File: src/rtl/tmr_pkg.sv
package tmr_pkg;
  localparam int CntW         = 32;
  localparam int NumTimers    = 2;
  localparam int RegsPerTimer = 6;
  localparam int CtlW         = 3;

  // control bit positions
  localparam int BitRun     = 0;
  localparam int BitOneShot = 1;
  localparam int BitIrqEn   = 2;

  // per-timer register offsets
  localparam int OffCount  = 0;
  localparam int OffReload = 1;
  localparam int OffBgLoad = 2;
  localparam int OffCtrl   = 3;
  localparam int OffRaw    = 4;
  localparam int OffMasked = 5;

  typedef struct packed {
    logic            load;     // restart counter from loadValue this edge
    logic            run;      // counter may advance this edge
    logic            oneShot;
    logic [CntW-1:0] loadValue;
    logic [CntW-1:0] reload;   // value taken on periodic expiry
  } tmrStrobe_t;
endpackage

File: src/rtl/tmr_ctrl.sv
module tmr_ctrl
  import tmr_pkg::*;
#(
  parameter int AddrW = 4
) (
  input  logic                             clk,
  input  logic                             rstN,
  input  logic                             wrEn,
  input  logic [AddrW-1:0]                 addr,
  input  logic [CntW-1:0]                  wrData,
  input  logic [NumTimers-1:0][CntW-1:0]   cntVec,
  input  logic [NumTimers-1:0]             expireVec,
  output tmrStrobe_t [NumTimers-1:0]       strobeVec,
  output logic [CntW-1:0]                  rdData,
  output logic [NumTimers-1:0]             irq
);
  logic [NumTimers-1:0][CntW-1:0] rdPart;

  for (genvar t = 0; t < NumTimers; t++) begin : g_tmr
    localparam int Base = t * RegsPerTimer;

    logic             sel;
    logic [AddrW-1:0] off;
    logic             wrCtl, wrLoad, wrBg, wrRaw;
    logic [CtlW-1:0]  ctlQ;
    logic [CntW-1:0]  loadQ, bgQ;
    logic             rawQ;
    logic [CntW-1:0]  rdVal;

    assign sel    = (int'(addr) >= Base) && (int'(addr) < Base + RegsPerTimer);
    assign off    = addr - AddrW'(Base);
    assign wrCtl  = wrEn && sel && (off == AddrW'(OffCtrl));
    assign wrLoad = wrEn && sel && (off == AddrW'(OffReload));
    assign wrBg   = wrEn && sel && (off == AddrW'(OffBgLoad));
    assign wrRaw  = wrEn && sel && (off == AddrW'(OffRaw));

    always_ff @(posedge clk) begin
      if (!rstN) begin
        ctlQ  <= '0;
        loadQ <= '0;
        bgQ   <= '0;
        rawQ  <= 1'b0;
      end else begin
        if (wrCtl) ctlQ <= wrData[CtlW-1:0];
        if (wrLoad) loadQ <= wrData;
        if (wrBg) begin
          bgQ   <= wrData;
          loadQ <= wrData;
        end
        if (expireVec[t])              rawQ <= 1'b1;
        else if (wrRaw && wrData[0])   rawQ <= 1'b0;
      end
    end

    assign strobeVec[t].load      = (wrCtl && wrData[BitRun]) || (wrLoad && ctlQ[BitRun]);
    assign strobeVec[t].run       = ctlQ[BitRun] && !wrCtl;
    assign strobeVec[t].oneShot   = ctlQ[BitOneShot];
    assign strobeVec[t].loadValue = wrLoad ? wrData : loadQ;
    assign strobeVec[t].reload    = loadQ;

    assign irq[t] = rawQ && ctlQ[BitIrqEn];

    always_comb begin
      rdVal = '0;
      case (off)
        AddrW'(OffCount):  rdVal = cntVec[t];
        AddrW'(OffReload): rdVal = loadQ;
        AddrW'(OffBgLoad): rdVal = bgQ;
        AddrW'(OffCtrl):   rdVal = {{(CntW-CtlW){1'b0}}, ctlQ};
        AddrW'(OffRaw):    rdVal = {{(CntW-1){1'b0}}, rawQ};
        AddrW'(OffMasked): rdVal = {{(CntW-1){1'b0}}, rawQ && ctlQ[BitIrqEn]};
        default:           rdVal = '0;
      endcase
    end

    assign rdPart[t] = sel ? rdVal : '0;
  end

  always_comb begin
    rdData = '0;
    for (int t = 0; t < NumTimers; t++) rdData = rdData | rdPart[t];
  end
endmodule

File: src/rtl/tmr_datapath.sv
module tmr_datapath
  import tmr_pkg::*;
(
  input  logic                           clk,
  input  logic                           rstN,
  input  tmrStrobe_t [NumTimers-1:0]     strobeVec,
  output logic [NumTimers-1:0][CntW-1:0] cntVec,
  output logic [NumTimers-1:0]           expireVec
);
  for (genvar t = 0; t < NumTimers; t++) begin : g_cnt
    tmrStrobe_t      s;
    logic [CntW-1:0] cntQ;
    logic            atOne;

    assign s     = strobeVec[t];
    assign atOne = (cntQ == CntW'(1));
    assign expireVec[t] = s.run && !s.load && atOne;
    assign cntVec[t]    = cntQ;

    always_ff @(posedge clk) begin
      if (!rstN) begin
        cntQ <= '0;
      end else if (s.load) begin
        cntQ <= s.loadValue;
      end else if (s.run && (cntQ != '0)) begin
        if (atOne) cntQ <= s.oneShot ? '0 : s.reload;
        else       cntQ <= cntQ - CntW'(1);
      end
    end
  end
endmodule

File: src/rtl/dual_countdown_timer.sv
module dual_countdown_timer
  import tmr_pkg::*;
#(
  parameter int AddrW = 4
) (
  input  logic                 clk,
  input  logic                 rstN,
  input  logic                 wrEn,
  input  logic [AddrW-1:0]     addr,
  input  logic [CntW-1:0]      wrData,
  output logic [CntW-1:0]      rdData,
  output logic [NumTimers-1:0] irq
);
  tmrStrobe_t [NumTimers-1:0]     strobeVec;
  logic [NumTimers-1:0][CntW-1:0] cntVec;
  logic [NumTimers-1:0]           expireVec;

  tmr_ctrl #(.AddrW(AddrW)) u_ctrl (
    .clk       (clk),
    .rstN      (rstN),
    .wrEn      (wrEn),
    .addr      (addr),
    .wrData    (wrData),
    .cntVec    (cntVec),
    .expireVec (expireVec),
    .strobeVec (strobeVec),
    .rdData    (rdData),
    .irq       (irq)
  );

  tmr_datapath u_dp (
    .clk       (clk),
    .rstN      (rstN),
    .strobeVec (strobeVec),
    .cntVec    (cntVec),
    .expireVec (expireVec)
  );
endmodule

File: config.mk
export PLATFORM = sky130hd
export DESIGN_NAME = dual_countdown_timer
export DESIGN_NICKNAME = d
export VERILOG_FILES = /design/src/rtl/tmr_pkg.sv /design/src/rtl/tmr_ctrl.sv /design/src/rtl/tmr_datapath.sv /design/src/rtl/dual_countdown_timer.sv
export SDC_FILE = /design/constraint.sdc
export NUM_CORES = 1
export LEC_CHECK = 0
export ABC_AREA = 0
export BUFFER_PORTS_ARGS = -buffer_cell sky130_fd_sc_hd__buf_2
export CORE_UTILIZATION = 57
export DETAILED_ROUTE_END_ITERATION = 10
export GPL_TIMING_DRIVEN = 1
export PLACE_DENSITY = 0.75
export SLEW_MARGIN = 10
export SYNTH_ARGS = -nofsm -noshare
export SYNTH_HDL_FRONTEND = slang
export SYNTH_SLANG_ARGS = --single-unit
File: constraint.sdc
create_clock -name clk -period 4.1 [get_ports clk]
set_clock_uncertainty 0.15 [all_clocks]
set_input_delay 0.82 -clock clk [delete_from_list [all_inputs] [get_ports clk]]
set_output_delay 0.82 -clock clk [all_outputs]
set_load 0.02 [all_outputs]
* Word level (Yosys, flattened, before mapping) *
Cells that the tools add are included.

word-level totals
  bits in registers = 200
  input bits = 39
  output and inout bits = 34
  logic and storage cells = 90

cells by class
  add/sub/neg operators = 3
  magnitude comparators = 3
  equality and inequality tests = 12
  mux-type cells = 20
  bitwise gates (word level) = 1
  reduce and logical (&&, ||, !) cells = 41

operators with widths
  operator               count
  $mux 32                14
  $pmux 32 s6            2
  $eq 32x1->1 const B    2
  $reduce_bool 32->1     2
  $sub 32x1->32 const B  2
  $or 32x32->32          1
  $logic_and 1x1->1      27
  $eq 4x2->1 const B     4
  $eq 4x3->1 const B     4
  $eq 4x1->1 const B     2
  $logic_not 4->1        2
  $reduce_bool 2->1      4
  $ge 4x3->1 const B     1
  $logic_not 1->1        4
  $lt 4x3->1 const B     1
  $lt 4x4->1 const B     1
  $mux 1                 4
  $sub 4x3->4 const B    1
  $logic_or 1x1->1       2

* Longest topological paths before layout *
Gate-level depths: netlist of run 1.

  word-level depth = 10
  mapped depth = 10
  mapped depth without buffers = 8

* Modules after synthesis *
From an unflattened synthesis of run 1, not the netlist that was laid out.

second synthesis, totals
  cells, all modules = 1553
  area, all modules = 12489.5 µm²

modules (own cells, without submodules)
  module        times used  cells each  area an instance (µm²)  seq. area each (µm²)
  tmr_ctrl      1           903         7468.4                  2722.6
  tmr_datapath  1           650         5021.1                  1281.2

* Least setup slack after synthesis of run 1 *
OpenSTA, ideal clock, no wires.

  kind = input -> output
  from = in addr[1]
  to = out rdData[2]
  arrival time = 2831 ps
  setup slack = 299 ps
  cell stages on the path = 9
  cell sequence = ha_1 -> or3b_1 -> clkbuf_1 -> o21ai_0 -> a21boi_0 -> or2_2 -> clkbuf_1 -> clkbuf_1 -> o21ai_0

on the way
  cells in the longest elaborated chain, start to end = 5
  elaborated cells on any way between the ends = 22
  those cells by class = add/sub: 1; order compare: 3; eq/ne: 10; mux: 4; bitwise: 1; reduce/logical: 3

ends and longest elaborated chain
  element                             line                        RTL
  start: declaration                  dual_countdown_timer.sv:9   input logic [AddrW-1:0] addr,
  $sub 4x3->4                         tmr_ctrl.sv:31              assign off = addr - AddrW'(Base);
  $eq 4x3->1 (tied with other cells)  tmr_ctrl.sv:65              case (off)
  $pmux 32 s6                         tmr_ctrl.sv:65
  $mux 32                             tmr_ctrl.sv:76              assign rdPart[t] = sel ? rdVal : '0;
  $or 32x32->32 *                     tmr_ctrl.sv:81              for (int t = 0; t < NumTimers; t++) rdData = rdData | rdPart[t];
  end: declaration                    dual_countdown_timer.sv:11  output logic [CntW-1:0] rdData,

Every way passes the cells marked *; elsewhere a longest branch is shown, timed or not.

* Final worst setup path of run 1 *
  from = in addr[1]
  to = out rdData[15]

The elaborated chain is that of the path after synthesis.

==> metrics.cfg, run 1 <==
[critical_path]
arrival_ps = 2880
crit_top_cell = buf_4
max_stage_delay_ps = 420
crit_start = addr[1]
cp_num_buf_inv = 3
r2r_cells = 6
cpLargestDelayFamily = simple AND/OR/NAND/NOR gates
startpoint_type = input port
endpoint_kind = output pin
slowest_stage = or2_2
path_cells = buf_4 -> ha_1 -> or3b_1 -> o21ai_0 -> a21boi_0 -> or2_2 -> buf_4 -> o22ai_1 -> buf_2
crit_required_ps = 3130
worst-path-max-fanout = 17
timing.rr.start = u_dp.g_cnt[0].cntQ[20]$_SDFFE_PN0P_
critical_path_class = input port to output pin
crit_cells = 9

[logic_synthesis]
ys_seq_area_share_pct = 33.2
synth_ff_type = dfxtp_1
synth_cell_types = 80
syn-cell-area_sq_um = 12000
async_reset_ff_share_pct = 0
synth_nets = 1703
synth_edf_count = 0
yosys_warnings = 0
ys_ff_latch = 200
syn_inst = 1657
synth.avg_cell_area_sq_um = 7.27

[worst_hold_path]
min_from = u_ctrl.g_tmr[0].bgQ[6]$_SDFFE_PN0P_
min_path_type = flip-flop to flip-flop
holdPathStages = 2

[flow_run]
drv_cap = 0

[pwr]
power.leakage_nw = 4.92
peakVddDrop_mv = 0.216
p_per_area_nw_per_um2 = 337

[place]
io_buffers = 72
place_congestion = 0.996
placed_area_sq_um = 12600
dp_hpwl_mm = 29.6

[floorplanning]
io_pins = 73
die_w_um = 147
start_util_pct = 58.8
die_area_sq_um = 21700
rows = 52
dieHeight_um = 147
fp.coreArea_sq_um = 20500

[layout]
nFillCells = 1847
layout.nets = 1705
seqCellArea_sq_um = 4000
multi_input_area_sq_um = 7460
syn_to_final_growth_pct = 9.78
layout-drive-gt1-share_pct = 11.8
fin_area_sq_um = 13200

[clock_tree]
root_buffer = clkbuf_16
clkLatencyLatePin_ps = 450
cts_resized = 0
h-tree-depth = 4
clk_pin_slew_ps = 80
cts_tree = yes
cts.path.max_buffers = 2
hold_buffers = 0
cts_buffers = 17
cts_setup_buffers = 0
clkSinkCount = 200

[sta]
rsz0062_at_grt = no
slew_viol_final = 0
tightest_slew_ps = 908
finalCriticalPeriod_ps = 3850
relSlewSlack_pct = 39.4
setup-violations-final = 0
finalSetupTns_ps = 0
max_freq_ghz = 0.260
min_period_over_period_pct = 93.9
finalHoldViolations = 0

[drt]
drt_first_iter_violations = 1615
drc = 0
ant_nets = 0
route.vias.total = 13100
via_per_inst = 6.73
drtPass1Iterations = 6
routed_wl_mm = 43.2
wire_per_inst_um = 22.3

[global_route]
antenna_found_initial = 1
grt_pass1_wl_mm = 67.2
grt-ovfl-total = 0
grt_pass1_vias = 11900
grt_start_max_net_pins = 101
grt_util_all_layers_pct = 39.3

[run_status]
outcome = finished clean

power breakdown:
part	switching (W)	internal [W]	total, W
registers	0.0000400	0.00197	0.00201
clock network	0.000863	0.000927	0.00179
logic	0.000441	0.000219	0.000661
total	0.00134	0.00312	0.00446
worst paths after layout:
check | to | slack (ps)
setup / recovery | rdData[15] | 250
hold / removal | u_ctrl.g_tmr[0].bgQ[6]$_SDFFE_PN0P_ | 300
setup reg to reg | u_dp.g_cnt[0].cntQ[31]$_SDFFE_PN0P_ | 690
hold reg to reg | u_ctrl.g_tmr[0].bgQ[6]$_SDFFE_PN0P_ | 300
kinds of logic after synthesis:
kind of cell    Yosys count  synth area share (%)
flops                   200                  33.2
buf+inv                 154                  5.17
xor+xnor                 27                  1.96
simple gates            675                  25.5
compound gates          490                  24.2
mux                     104                  9.29
fa+ha+maj                 7                 0.727
cells in the mapped netlist, types with 5 or more instances:
| master | n | share of area (%) |
|---|---|---|
| nand2_1 | 335 | 10 |
| a21oi_1 | 258 | 11 |
| dfxtp_1 | 200 | 33 |
| nor2_1 | 148 | 4.6 |
| clkbuf_1 | 101 | 3.1 |
| mux2i_1 | 87 | 7.2 |
| o21ai_0 | 53 | 2.2 |
| o22ai_1 | 50 | 2.6 |
| nand3_1 | 41 | 1.7 |
| nor3_1 | 34 | 1.4 |
| nor4_1 | 29 | 1.5 |
| a31oi_1 | 20 | 1.0 |
| xor2_1 | 18 | 1.3 |
| a311oi_1 | 17 | 1.2 |
| inv_1 | 17 | 0.53 |
| buf_1 | 15 | 0.47 |
| buf_2 | 15 | 0.62 |
| o221ai_1 | 15 | 1.1 |
| and3_1 | 13 | 0.68 |
| mux2_2 | 12 | 1.1 |
| nand4_1 | 11 | 0.57 |
| and2_1 | 9 | 0.47 |
| xnor2_1 | 9 | 0.65 |
| or3_1 | 8 | 0.42 |
| a211oi_1 | 7 | 0.44 |
| a22oi_1 | 7 | 0.44 |
| ha_1 | 7 | 0.73 |
| o31ai_1 | 7 | 0.44 |
| or4_1 | 7 | 0.44 |
| a211o_1 | 5 | 0.36 |
| mux4_2 | 5 | 0.93 |
| nand2b_1 | 5 | 0.26 |
| nand3b_1 | 5 | 0.31 |
| o21ai_1 | 5 | 0.21 |
flip-flops by register name, summed over array words and instances (netlist names):
| name | cells |
|---|---|
| u_ctrl.g_tmr.ctlQ | 6 |
| u_ctrl.g_tmr.loadQ | 64 |
| u_dp.g_cnt.cntQ | 64 |
| u_ctrl.g_tmr.rawQ | 2 |
| u_ctrl.g_tmr.bgQ | 64 |
per-stage QoR:
| stage | utilization [%] | power (W) | hold WS, ps | setup slack (ps) | std cells |
|---|---|---|---|---|---|
| after CTS | 64.5 | 0.00443 | 308 | 273 | 1942 |
| after floorplan | - | 0.00248 | 283 | 299 | 1657 |
| final | 64.5 | 0.00446 | 305 | 250 | 1943 |
| after global placement | 61.5 | 0.00268 | 290 | 333 | 1910 |
| after global routing | 64.5 | 0.00459 | 324 | 75.4 | 1943 |
| after detailed placement | 61.5 | 0.00269 | 297 | 277 | 1910 |
cell usage in the layout (no fill, tap or decap), types with 4 or more instances in the layout:
cell type / count
a21o_1: 4
nor4b_1: 4
a31oi_1: 20
a211oi_1: 6
a211o_1: 5
nand3b_1: 5
buf_4: 46
a21oi_1: 257
buf_2: 71
ha_1: 7
or3_1: 8
clkbuf_16: 17
mux2_2: 12
o221ai_1: 15
nor4_1: 28
nand4_1: 11
nor3_1: 34
inv_1: 16
and2_1: 9
or2_2: 4
dfxtp_1: 200
nand2b_1: 5
xnor2_1: 9
nor2_1: 145
nand3_1: 41
mux2i_1: 87
o21ai_0: 53
and4_1: 4
mux4_2: 5
nand2_1: 335
or4_1: 7
a311oi_1: 17
o31ai_1: 7
o22ai_1: 50
a22oi_1: 7
and3_1: 13
xor2_1: 18
worst min-delay path, stage by stage, from the launching register on:
cell,delay (ps)
dfxtp_1,310
nand2_1,50
a21oi_1,50
layout make-up:
type / count / share of cell area [%]
Multi-Input combinational cell: 1303 / 56.4
Clock buffer: 17 / 3.22
Clock inverter: 15 / 1.40
Sequential cell: 200 / 30.3
Tap cell: 270 / 2.55
Timing Repair Buffer: 119 / 5.60
Inverter: 18 / 0.530
Antenna cell: 1 / 0.0189
layer usage:
layer	vias up	global-route usage (%)	share of wire, %
li1	5968	-	-
met1	6152	53.0	40
met2	839	60.6	45
met3	108	9.26	12
met4	0	15.4	3.4
met5	-	0	0
No activity file was read; power rests on OpenSTA's default activity.
==> run 2, diff against run 1 <==
Settings changed: BUFFER_PORTS_ARGS -buffer_cell sky130_fd_sc_hd__buf_2 to -buffer_cell sky130_fd_sc_hd__buf_4, CORE_UTILIZATION 57 to 45, PLACE_DENSITY 0.75 to unset, SETUP_SLACK_MARGIN set to 0.3.
==> run 2 against run 1 <==
  * The flow now finishes with violations (design-rule violations)
  * Global-route usage fell by 7.0 points
  * Critical path depth fell by 3
  * First-iteration DRC count fell by 2.9%
  * Cell area rose by 1.8%
  * Routed wire length rose by 4.1%
  * Sequential power barely moved
  * Sequential share of layout area fell by 0.53 points
  * Worst setup slack improved by 140 ps
==> metrics.cfg, run 2 (synthesis gave the netlist of run 1 again) <==
[pwr]
peakVddDrop_mv = 0.260  ; +20%
p_per_area_nw_per_um2 = 334  ; -1.0%
power_w = 0.00449  ; +0.75%
power.leakage_nw = 4.94  ; +0.47%

[floorplanning]
rows = 59  ; +13%
die_area_sq_um = 27400  ; +26%
die_w_um = 166  ; +12%
io_pins = 73  ; unchanged
fp.coreArea_sq_um = 26100  ; +28%
dieHeight_um = 166  ; +12%
start_util_pct = 46.1  ; -13 points

[layout]
final_core_util_pct = 51.5  ; -13 points
layout_commonest_cell = nand2_1
syn_to_final_growth_pct = 11.7
top_regs = u_ctrl.g_tmr.bgQ x64, u_ctrl.g_tmr.loadQ x64, u_dp.g_cnt.cntQ x64
seqCellArea_sq_um = 4000  ; unchanged
layout.nets = 1700  ; -0.29%
multi_input_area_sq_um = 7460  ; about the same
antenna_cells = 0  ; -1
nFillCells = 2621  ; +42%
layout_common_cells = nand2_1 (335), a21oi_1 (257), dfxtp_1 (200), nor2_1 (145), buf_4 (111)
fin_area_sq_um = 13500  ; +1.8%
layout-drive-gt1-share_pct = 11.6  ; -0.26 points

[clock_tree]
cts_setup_buffers = 0  ; unchanged
cts_buffers = 17  ; unchanged
cts_tree = yes
h-tree-depth = 4  ; unchanged
cts.path.max_buffers = 2  ; unchanged
hold_buffers = 0  ; unchanged
clkLatencyLatePin_ps = 450  ; about the same
clkSinkCount = 200  ; unchanged
clk_pin_slew_ps = 90  ; about the same
root_buffer = clkbuf_16
cts_resized = 1  ; +1

[critical_path]
crit_required_ps = 3130  ; about the same
critical_path_class = input port to output pin
arrival_ps = 2740  ; -140 ps
endpoint_kind = output pin
worst-path-max-fanout = 17  ; unchanged
startpoint_type = input port

[drt]
routed_wl_mm = 45.0  ; +4.1%
drt_first_iter_violations = 1568  ; -2.9%
via_per_inst = 6.31  ; -6.2%
drtPass1Iterations = 8  ; +2
route.vias.total = 12600  ; -3.4%
drc = 3  ; +3
wire_per_inst_um = 22.5  ; +1.0%
ant_nets = 0  ; unchanged

[global_route]
grt_util_all_layers_pct = 32.3  ; -7.0 points
antenna_found_initial = 0  ; -1
grt-ovfl-total = 0  ; unchanged
grt_pass1_wl_mm = 69.6  ; +3.6%
grt_pass1_vias = 11500  ; -3.0%
grt_start_max_net_pins = 86  ; -15%

[place]
place_congestion = 0.928  ; -6.8%
io_buffers = 72  ; unchanged
dp_hpwl_mm = 31.2  ; +5.3%
placed_area_sq_um = 12800  ; +1.9%

[sta]
finalHoldViolations = 0  ; unchanged
tightest_slew_ps = 1100  ; +196 ps
fin_worst_hold_slack_ps = 306  ; +0.946 ps
rsz0062_at_grt = yes
max_freq_ghz = 0.269  ; +3.8%
slew_viol_final = 0  ; unchanged
finalSetupTns_ps = 0  ; unchanged
finalCriticalPeriod_ps = 3710  ; -140 ps
setup-violations-final = 0  ; unchanged
min_period_over_period_pct = 90.5  ; -3.4 points
relSlewSlack_pct = 26.1  ; -13 points

[run_status]
violations = design-rule violations
outcome = finished, violations left

[worst_hold_path]
min_path_type = flip-flop to flip-flop

[flow_run]
drv_cap = 0  ; unchanged

-- run 2: path summary, 6_finish.rpt --
kind / start / end / slack, ps / cells after the start
max: addr[1] / rdData[29] / 390 / 6
min: u_ctrl.g_tmr[0].bgQ[6]$_SDFFE_PN0P_ / u_ctrl.g_tmr[0].bgQ[6]$_SDFFE_PN0P_ / 310 / 2
min reg2reg: u_ctrl.g_tmr[0].bgQ[6]$_SDFFE_PN0P_ / u_ctrl.g_tmr[0].bgQ[6]$_SDFFE_PN0P_ / 310 / 2
max reg2reg: u_dp.g_cnt[1].cntQ[23]$_SDFFE_PN0P_ / u_dp.g_cnt[1].cntQ[4]$_SDFFE_PN0P_ / 840 / 7
-- run 2: final cells by class --
cell class | count | area share (%)
clock inverters | 14 | 1.28
well taps | 335 | 3.11
flip-flops and latches | 200 | 29.7
clock buffers | 18 | 3.26
multi-input cells | 1303 | 55.4
inverters | 18 | 0.521
repair buffers | 114 | 6.64
-- run 2: routing by layer --
| metal | vias up | share of wire [%] | track usage [%] |
|---|---|---|---|
| li1 | 5942 | - | - |
| met5 | - | 0 | 0 |
| met3 | 57 | 7.7 | 4.18 |
| met1 | 6057 | 43 | 44.6 |
| met2 | 569 | 47 | 52.8 |
| met4 | 0 | 1.8 | 8.74 |
-- run 2: stage by stage --
stage / cells / setup WS [ps]
6_report: 2002 / 389
5_1_grt: 2002 / 296
4_1_cts: 2002 / 444
3_5_place_dp: 1970 / 285
3_3_place_gp: 1970 / 309
2_1_floorplan: 1657 / 411
-- run 2: power breakdown --
part | switching (W) | total, W | internal, W
clock network | 0.000906 | 0.00180 | 0.000898
logic | 0.000450 | 0.000682 | 0.000232
registers | 0.0000382 | 0.00201 | 0.00197
total | 0.00139 | 0.00449 | 0.00310
-- run 2: worst max-delay path, stage by stage --
cell     delay, ps
buf_4          200
nor2b_2        880
buf_4          350
a21oi_1        150
o22ai_1        160
buf_4          180
==> run 3, diff against run 2 <==
Settings changed: CELL_PAD_IN_SITES_DETAIL_PLACEMENT set to 1, CELL_PAD_IN_SITES_GLOBAL_PLACEMENT set to 1, PLACE_DENSITY_LB_ADDON set to 0.1.
==> run 3 against run 2 <==
  * Global-route usage up 3.7 points
  * Non-clock buffer count up 3
  * Flip-flop and latch count stayed put
  * The flow now finishes without violations
  * Core utilization grew 0.26 points
  * Sequential power about the same
  * Count of clock-buffer cells in the layout grew 1
  * Combinational power is 4.4% higher
  * Largest cell class unchanged
  * Worst setup slack better by 90 ps
  * Clock power hardly changed
  * Fmax up 2.5%
==> metrics.cfg, run 3 (synthesis gave the netlist of run 1 again) <==
[clock_tree]
root_buffer = clkbuf_16
h-tree-depth = 4  ; unchanged
clk_pin_slew_ps = 80  ; about the same
cts_setup_buffers = 0  ; unchanged
clkLatencyLatePin_ps = 450  ; about the same
cts.path.max_buffers = 2  ; unchanged
cts_tree = yes
cts_buffers = 17  ; unchanged
clkSinkCount = 200  ; unchanged

[pwr]
power.leakage_nw = 4.96  ; +0.51%
peakVddDrop_mv = 0.257  ; -1.4%
p_per_area_nw_per_um2 = 332  ; -0.53%

[sta]
finalSetupTns_ps = 0  ; unchanged
fin_ws_ps = 480  ; +90.3 ps
slew_viol_final = 0  ; unchanged
tightest_slew_ps = 1110  ; +8.59 ps
fin_worst_hold_slack_ps = 307  ; +1.39 ps
rsz0062_at_grt = no
max_freq_ghz = 0.276  ; +2.5%
min_period_over_period_pct = 88.3  ; -2.2 points
setup-violations-final = 0  ; unchanged
finalCriticalPeriod_ps = 3620  ; -90.3 ps
finalHoldViolations = 0  ; unchanged
relSlewSlack_pct = 25.8  ; -0.24 points

[drt]
ant_nets = 0  ; unchanged
routed_wl_mm = 49.9  ; +11%
drtPass1Iterations = 5  ; -3
route.vias.total = 13100  ; +4.0%
drc = 0  ; -3
wire_per_inst_um = 24.9  ; +11%
drt_first_iter_violations = 1297  ; -17%
via_per_inst = 6.55  ; +3.9%

[global_route]
gr-usage-met2_pct = 59.4  ; +6.6 points
grt_pass1_vias = 13100  ; +13%
antenna_found_initial = 0  ; unchanged
grt-ovfl-total = 0  ; unchanged
grt_start_max_net_pins = 81  ; -5.8%
grt_busiest_layer = met2
grtUsageMet1_pct = 47.9  ; +3.3 points
grt_pass1_wl_mm = 77.5  ; +11%
grtUsageMet3_pct = 4.61  ; +0.43 points
grt_util_all_layers_pct = 35.9  ; +3.7 points

[critical_path]
max_stage_delay_ps = 400  ; -480 ps
startpoint_type = input port
cpLargestDelayFamily = simple AND/OR/NAND/NOR gates
critical_path_class = input port to output pin
crit_required_ps = 3130  ; about the same
endpoint_kind = output pin
path_cells = buf_4 -> ha_1 -> or3b_1 -> o21ai_0 -> a21boi_0 -> or2_4 -> o22ai_1 -> buf_4
worst-path-max-fanout = 31  ; +14
cp_num_buf_inv = 2  ; -1
arrival_ps = 2650  ; -90 ps
crit_top_cell = buf_4
slowest_stage = or3b_1

[layout]
layout.nets = 1703  ; +0.18%
antenna_cells = 0  ; unchanged
syn_to_final_growth_pct = 12.3
layout_common_cells = nand2_1 (335), a21oi_1 (257), dfxtp_1 (200), nor2_1 (145), buf_4 (110)
layout-drive-gt1-share_pct = 11.7  ; +0.16 points
top_regs = u_ctrl.g_tmr.bgQ x64, u_ctrl.g_tmr.loadQ x64, u_dp.g_cnt.cntQ x64
layout_commonest_cell = nand2_1

[floorplanning]
io_pins = 73  ; unchanged
rows = 59  ; unchanged
dieHeight_um = 166  ; unchanged
fp.coreArea_sq_um = 26100  ; unchanged
start_util_pct = 46.1  ; unchanged
die_area_sq_um = 27400  ; unchanged
die_w_um = 166  ; unchanged

[run_status]
outcome = finished clean

[place]
dp_hpwl_mm = 34.4  ; +10%
place_congestion = 0.913  ; -1.6%
io_buffers = 72  ; unchanged
pre_cts_ws_ps = 221  ; -64.7 ps

[flow_run]
drv_cap = 0  ; unchanged

[worst_hold_path]
min_path_type = flip-flop to flip-flop

-- run 3: cell count changes in the layout (fill, tap and decap cells not counted), sizes merged --
| cell | delta |
|---|---|
| clkbuf | +1 |
| clkinvlp | +3 |
| inv | -3 |
| bufbuf | +1 |
| buf | +2 |
| clkinv | -1 |
-- run 3: worst paths after layout --
path | from | endpoint | slack, ps | cells after the start
worst max-delay path | addr[1] | rdData[15] | 480 | 8
worst min-delay path | u_ctrl.g_tmr[1].bgQ[29]$_SDFFE_PN0P_ | u_ctrl.g_tmr[1].bgQ[29]$_SDFFE_PN0P_ | 310 | 2
worst max register to register | u_dp.g_cnt[1].cntQ[23]$_SDFFE_PN0P_ | u_dp.g_cnt[1].cntQ[17]$_SDFFE_PN0P_ | 850 | 7
worst min register to register | u_ctrl.g_tmr[1].bgQ[29]$_SDFFE_PN0P_ | u_ctrl.g_tmr[1].bgQ[29]$_SDFFE_PN0P_ | 310 | 2
-- run 3: power breakdown --
part	total (W)	switching [W]	internal, W
sequential	0.00201	0.0000389	0.00197
clock	0.00177	0.000879	0.000893
combinational	0.000712	0.000472	0.000239
total	0.00449	0.00139	0.00310
-- run 3: final cells by class --
type	count	area [sq um]
sequential	200	4000
clock buffer	19	453
fill	3327	12600
timing repair buffer	117	986
clock inverter	13	135
multi-input combinational	1303	7460
tap	335	419
inverter	18	70.1
-- run 3: worst reg2reg max path: cells and delay by family (launching register included) --
| kind | cells | cell delay [ps] |
|---|---|---|
| AO/OA/AOI/OAI | 3 | 530 |
| buffers and inverters | 1 | 390 |
| flip-flops | 1 | 390 |
| AND/OR/NAND/NOR | 3 | 1660 |
-- run 3: per-layer routing --
layer	share of wire, %	wire (um)
met4	2.8	1390
met2	47	23600
met5	0	0
met1	44	21900
met3	6.0	3010
-- run 3: repair_timing --
action / 4_1_cts / 5_1_grt
gates cloned: 1 / 0
hold buffers: 0 / 0
gates resized for setup: 1 / 1
pin swaps: 0 / 0
setup endpoints to repair: 31 / 31
-- run 3: metrics by stage --
step                total power, W  utilization, %  std cells  cell area [sq um]
detailed placement         0.00274            49.4       1972              12900
global route               0.00461            51.8       2005              13500
floorplan                  0.00248               -       1657              12000
finish                     0.00449            51.8       2005              13500
global placement           0.00272            49.4       1972              12900
CTS                        0.00449            51.8       2005              13500
